==> src/rtl/txd_ring_walker.sv <==
module txd_ring_walker #(
  parameter int DEPTH = 16,
  parameter int AW    = 32,
  parameter int LW    = 16,
  parameter int HCW   = 8,
  parameter int QIDX  = 0,
  localparam int IW   = $clog2(DEPTH)
) (
  input  logic          clk,
  input  logic          rst_n,
  input  logic          sw_we,
  input  logic [IW-1:0] sw_idx,
  input  logic          sw_ready,
  input  logic          sw_wrap,
  input  logic          sw_last,
  input  logic          sw_irq,
  input  logic [LW-1:0] sw_len,
  input  logic [AW-1:0] sw_addr,
  input  logic [IW-1:0] rd_idx,
  output logic          rd_ready,
  input  logic [IW-1:0] base_idx,
  input  logic          hclr_we,
  input  logic [HCW-1:0] hclr_data,
  input  logic          gstop,
  output logic          req_valid,
  input  logic          req_ready,
  output logic [AW-1:0] req_addr,
  output logic [LW-1:0] req_len,
  output logic          req_first,
  output logic          req_last,
  output logic          halted,
  output logic          stopped,
  output logic          frame_done
);

  localparam int HBIT = HCW - 1 - QIDX;

  typedef enum logic [1:0] {S_HALT, S_RUN, S_STOP} st_t;

  st_t           st;
  logic [IW-1:0] ptr;
  logic [IW-1:0] cur;
  logic          rewind;
  logic          in_frame;
  logic          lock;

  logic [DEPTH-1:0] d_rdy, d_wrp, d_lst, d_irq;
  logic [LW-1:0]    d_len [DEPTH];
  logic [AW-1:0]    d_adr [DEPTH];

  wire unused_hclr = ^hclr_data;

  assign cur = rewind ? base_idx : ptr;

  wire gate = gstop && !in_frame && !lock;
  wire kick = hclr_we && hclr_data[HBIT];

  assign req_valid = (st == S_RUN) && d_rdy[cur] && !gate;
  assign req_addr  = d_adr[cur];
  assign req_len   = d_len[cur];
  assign req_last  = d_lst[cur];
  assign req_first = !in_frame;
  assign halted    = (st == S_HALT);
  assign stopped   = (st == S_STOP);
  assign rd_ready  = d_rdy[rd_idx];

  wire take = req_valid && req_ready;

  always_ff @(posedge clk or negedge rst_n) begin
    if (!rst_n) begin
      st         <= S_HALT;
      ptr        <= '0;
      rewind     <= 1'b1;
      in_frame   <= 1'b0;
      lock       <= 1'b0;
      frame_done <= 1'b0;
    end else begin
      frame_done <= take && d_lst[cur] && d_irq[cur];
      case (st)
        S_HALT: if (kick) st <= S_RUN;
        S_RUN: begin
          if (take) begin
            in_frame <= !d_lst[cur];
            lock     <= 1'b0;
            if (d_wrp[cur]) begin
              rewind <= 1'b1;
            end else begin
              rewind <= 1'b0;
              ptr    <= cur + 1'b1;
            end
          end else if (req_valid) begin
            lock <= 1'b1;
          end else if (gate) begin
            st <= S_STOP;
          end else begin
            st <= S_HALT;
          end
        end
        S_STOP: if (!gstop) st <= S_RUN;
        default: st <= S_HALT;
      endcase
    end
  end

  always_ff @(posedge clk or negedge rst_n) begin
    if (!rst_n) begin
      d_rdy <= '0;
      d_wrp <= '0;
      d_lst <= '0;
      d_irq <= '0;
    end else begin
      if (take) d_rdy[cur] <= 1'b0;
      if (sw_we) begin
        d_rdy[sw_idx] <= sw_ready;
        d_wrp[sw_idx] <= sw_wrap;
        d_lst[sw_idx] <= sw_last;
        d_irq[sw_idx] <= sw_irq;
      end
    end
  end

  always_ff @(posedge clk) begin
    if (sw_we) begin
      d_len[sw_idx] <= sw_len;
      d_adr[sw_idx] <= sw_addr;
    end
  end

endmodule

==> config.mk <==
export PLATFORM = sky130hd
export DESIGN_NAME = txd_ring_walker
export DESIGN_NICKNAME = d
export VERILOG_FILES = /design/src/rtl/txd_ring_walker.sv
export SDC_FILE = /design/constraint.sdc
export NUM_CORES = 1
export LEC_CHECK = 0
export BUFFER_PORTS_ARGS = -buffer_cell sky130_fd_sc_hd__buf_2
export CELL_PAD_IN_SITES_DETAIL_PLACEMENT = 1
export CELL_PAD_IN_SITES_GLOBAL_PLACEMENT = 1
export CORE_ASPECT_RATIO = 1.5
export CORE_MARGIN = 5
export CORE_UTILIZATION = 45
export DETAILED_ROUTE_END_ITERATION = 10
export PLACE_DENSITY = 0.78
export SYNTH_ARGS = -nofsm -noshare
export SYNTH_HDL_FRONTEND = slang
export SYNTH_SLANG_ARGS = --single-unit
==> constraint.sdc <==
create_clock -name clk -period 9.8 [get_ports clk]
set_clock_uncertainty 0.05 [all_clocks]
set_input_delay 2.45 -clock clk [delete_from_list [all_inputs] [get_ports clk]]
set_output_delay 2.45 -clock clk [all_outputs]
set_load 0.02 [all_outputs]
### Yosys cells after proc, flatten, opt, wreduce, memory -nomap -nowiden

Memories as Yosys holds them, arrays and structs flattened.
Cells that the tools add are included.

* bits of input ports: 78
* memory bits (writable): 768
* flip-flop bits (word level): 74
* memories: 2

Memories
* d_adr: words 16, width 32, rd ports 1, clocked after memory_dff 0, wr ports 1, RTL line 49 `logic [AW-1:0] d_adr [DEPTH];`
* d_len: words 16, width 16, rd ports 1, clocked after memory_dff 0, wr ports 1, RTL line 48 `logic [LW-1:0] d_len [DEPTH];`

* $lt $le $gt $ge: 5
* mux-type cells: 32
* add/sub/neg operators: 1
* eq/ne operators: 6
* bitwise gates (word level): 3
* reduce and logical (&&, ||, !) cells: 20

Operators with widths (count)
* 16-bit bitwise mux: 4
* 16-bit 2-to-1 mux: 2
* 1-bit binary-select mux with 4-bit select: 5
* 16-bit bitwise AND: 1
* 16-bit NOT: 1
* 4-bit by 5-bit less-than comparator with 1-bit output (second input constant): 3
* 1-bit 2-to-1 mux: 12
* 1-bit logical AND: 10
* 2-bit 2-to-1 mux: 5
* 1-bit demux with 4-bit select: 2
* 4-bit by 1-bit greater-or-equal comparator with 1-bit output (second input constant): 2
* 2-bit inequality test (second input constant): 3
* 2-bit case mux with 3 select lines: 1
* 4-bit by 1-bit adder with 4-bit output (second input constant): 1
* 1-bit zero test: 4
* 4-bit 2-to-1 mux: 1
* 2-bit AND reduction: 2
* 4-bit AND reduction: 1
* 3-bit AND reduction: 1
* 2-bit by 1-bit equality test with 1-bit output (second input constant): 1
* 2-bit equality test (second input constant): 1
* 2-bit zero test: 1
* 2-bit by 1-bit inequality test with 1-bit output (second input constant): 1
* 2-bit nonzero test: 1
* 1-bit NOT: 1

### Longest topological paths before layout

* word-level depth: 10
* depth in mapped cells: 12
* mapped depth without buffers: 9

### Worst setup path after synthesis

OpenSTA, ideal clock, no wires.

* path kind: input -> register
* start: input sw_idx[0]
* end: register d_irq[2]
* arrival time: 8.484 ns
* data required time: 9.660 ns
* stages: 3
* slack: 1.176 ns
* path through: clkbuf_1 > nor4_1 > mux2_2

* cells in the longest elaborated chain, start to end: 5
* elaborated cells between the ends (all ways): 6
* those cells by class: 2 x order compare; 3 x mux; 1 x reduce/logical

Ends and longest elaborated chain
* start, declared: RTL line 12 `input logic [IW-1:0] sw_idx,`
* 4-bit by 5-bit less-than comparator with 1-bit output (implied by the code) or 4-bit by 1-bit greater-or-equal comparator with 1-bit output (tied branches): RTL line 117 `d_irq[sw_idx] <= sw_irq;`
* 1-bit logical AND (implied by the code): RTL line 117
* 1-bit 2-to-1 mux (implied by the code): RTL line 117
* 1-bit demux with 4-bit select *: RTL line 117
* 16-bit bitwise mux *: RTL line 117
* end signal, assigned by index: RTL line 117
* end, declared: RTL line 47 `logic [DEPTH-1:0] d_rdy, d_wrp, d_lst, d_irq;`

Every way passes the cells marked *; elsewhere a longest branch is shown, timed or not.
A chain may end at the register's enable or synchronous reset.

### Worst setup path after layout

* start: input base_idx[0]
* end: output req_valid

* cells in the longest elaborated chain, start to end: 5

Ends and longest elaborated chain
* start, declared: RTL line 21 `input logic [IW-1:0] base_idx,`
* 4-bit 2-to-1 mux: RTL line 53 `assign cur = rewind ? base_idx : ptr;`
* 1-bit binary-select mux with 4-bit select: RTL line 58 `assign req_valid = (st == S_RUN) && d_rdy[cur] && !gate;`
* 1-bit 2-to-1 mux (implied by the code): RTL line 58
* 1-bit logical AND (2 in series): RTL line 58
* end, declared: RTL line 25 `output logic req_valid,`

No other way between the ends. The select of a mux whose other input is x is not followed.

==> run metrics <==
status completed; first-pass GRT wire length 121.6 mm; global-route usage over all layers 20.86%; Final min period 7.920 ns; Critical Path End Type output port; Post-CTS Setup Bufs 0; share of the synthesized area in the top cell type 70.38%; Initial Util 45.28%; 1st-iter DRT viols 1,755; Clock Latency Late Sink 0.65 ns; largest net degree at the start of global routing 109; final worst-path cycle share 80.81%; CTS resizes 0; area leader, netlist edfxtp_1; vias in the first global route 18,188; Fillers 6,426; P_leak 12.38 nW; Data arrival, critical path 5.42 ns; Hold WC Path Type reg2reg; Post-synth EDFFs 768; drt drc 0; #FFs+latches synth 842; Port Buffer Count 125; Worst Path Required 7.30 ns; setup_tns 0 ns; total of max-cap violations 0; Slew Limit Fails 0; die extent in y 340.5 um; hold_sp d_irq[15]; # hold bufs at CTS 0; H-tree levels 3; top post-synthesis cells by area edfxtp_1 70%, mux4_2 14%, dfrtp_1 5.6%, a22oi_1 2.3%, mux2_2 1.8%; Slew @ Worst Pin 1.171 ns; Post-DRT Antenna Nets 0; Max IR drop VDD 0.2066 mV; Inserted Clock Buffers 77; CP Max Fanout 16; Final HPWL DP 44.19 mm; die area 0.07842 sq mm; worst reg2reg setup slack 5.77 ns; most frequent cells in the layout 768 x edfxtp_1, 199 x mux4_2, 125 x buf_2; Setup CP Type in2out; clk buf depth 3; Fin. Hold Viols 0; total chip power 10.44 mW; YS warnings 0; Post-Syn Area 0.03277 sq mm; Vias/cell 6.055; setup violators final 0; Final nets 1,810; Power Density 280.3 mW/mm^2; r2r endpoint d_rdy[0]; initial antenna violation count 13; Max Freq 0.1263 GHz; Die W 230.3 um; Netlist cell types 56; Cells after Synth 1,572; Min-Delay Endpoint d_irq[15]; clk sinks 842; total global routing overflow 0; Reg clk slew, reported paths 0.06 ns; Root Driver clkbuf_16; core area 0.07237 sq mm; Routed WL per cell 30.03 um; async set-reset flop share out of synthesis 8.789%; commonest non-fill, non-tap cell in the layout edfxtp_1; Top Ports 133; CP startpoint kind input pin; worst r2r path cells 7; ys flop type edfxtp_1; Slew headroom 21.51%; Total Wirelength 81.61 mm; post-synth net total 1,654; post-synthesis sequential area ratio 76.04%; DRT Pass-1 Iters 5; Hold Crit Depth 1; area delta synth->final 13.65%; Routability Congestion 0.7621; RSZ-0062 raised after global routing no; Vias 16,452; TritonCTS clock tree yes; Avg Cell Area, Syn 20.84 sq um; r2r startpoint rewind; cell row count 121; layout cells sized above 1 30.98%
==> where the power goes <==
group	leakage, nW	internal [mW]	switching (mW)	total, mW
sequential	7.84	4.09	0.129	4.21
clock	1.26	1.73	1.34	3.08
combinational	3.28	1.31	1.84	3.15
total	12.4	7.13	3.31	10.4
==> sequential cells by signal (all words and copies together) (netlist names) <==
name,count
in_frame,1
d_lst,16
rewind,1
d_len,256
st,2
d_adr,512
d_irq,16
ptr,4
d_wrp,16
lock,1
frame_done,1
d_rdy,16
==> logic make-up (layout without fill, tap and decap cells) <==
logic type      count (synthesis)  count (layout)  share of synthesized area, %
compound gates                190             190                         4.368
xor+xnor                        2               2                       0.05347
fa+ha+maj                       4               4                        0.1527
buf+inv                       108             324                         1.447
flops                         842             842                         76.04
mux                           255             255                         15.59
other cells                     0               7                             0
simple gates                  171             171                         2.345
==> Yosys cell counts, types with 6 or more instances <==
| library cell | count |
|---|---|
| clkbuf_1 | 30 |
| mux4_2 | 199 |
| o22ai_1 | 6 |
| a21oi_1 | 10 |
| mux2_2 | 51 |
| nand3_1 | 10 |
| inv_1 | 21 |
| buf_1 | 27 |
| buf_2 | 24 |
| a311oi_1 | 14 |
| a211oi_1 | 8 |
| a22oi_1 | 99 |
| nand2b_1 | 12 |
| edfxtp_1 | 768 |
| o21ai_0 | 10 |
| nor2b_1 | 14 |
| nand2_1 | 91 |
| a21o_1 | 14 |
| dfrtp_1 | 73 |
| nor2_1 | 24 |
| nor3_1 | 11 |
==> routing by layer <==
layer  track usage [%]  wire, um
met1             26.60     30760
met2             37.00     43990
met3             3.980      5160
met4             5.283      1637
met5                 0        56
==> layout make-up <==
type	count	area [sq um]	share of cell area, %
clock inverter	48	575.6	1.546
timing repair buffer	163	935.9	2.513
antenna	7	17.52	0.04704
inverter	22	90.09	0.2419
sequential	842	24920	66.91
clock buffer	91	2009	5.396
multi-input combinational	622	7541	20.25
tap	922	1154	3.098
==> metrics by stage <==
step                      instance area [sq um]  cells  hold WS (ns)  util, %  worst slack [ns]
after floorplan                           32770   1572        0.4218        -             1.176
after global placement                    34640   2571        0.4312    47.86             1.936
after detailed placement                  34640   2571        0.4391    47.86             1.876
after CTS                                 37220   2710        0.4530    51.43             1.871
after global routing                      37230   2712        0.4805    51.44             1.680
final                                     37240   2717        0.4522    51.46             1.880
==> worst max-delay path by stage <==
| stage | startpoint | end | slack [ns] | cells after the start |
|---|---|---|---|---|
| 6_report | base_idx[0] | req_valid | 1.88 | 7 |
| 5_1_grt | base_idx[0] | req_last | 1.68 | 8 |
| 4_1_cts | base_idx[1] | req_len[3] | 1.87 | 8 |
| 3_5_place_dp | base_idx[0] | req_last | 1.88 | 8 |
| 3_3_place_gp | base_idx[1] | req_len[3] | 1.94 | 8 |
| 2_1_floorplan | sw_idx[0] | d_irq[2] | 1.18 | 3 |
==> worst max-delay path, stage by stage <==
cell and delay, ns:
buf_2 0.21, mux2i_4 0.67, inv_1 0.54, o31a_1 0.43, a221oi_2 0.33, nor3b_1 0.49
buf_2 0.27
No activity file was read; power rests on OpenSTA's default activity.
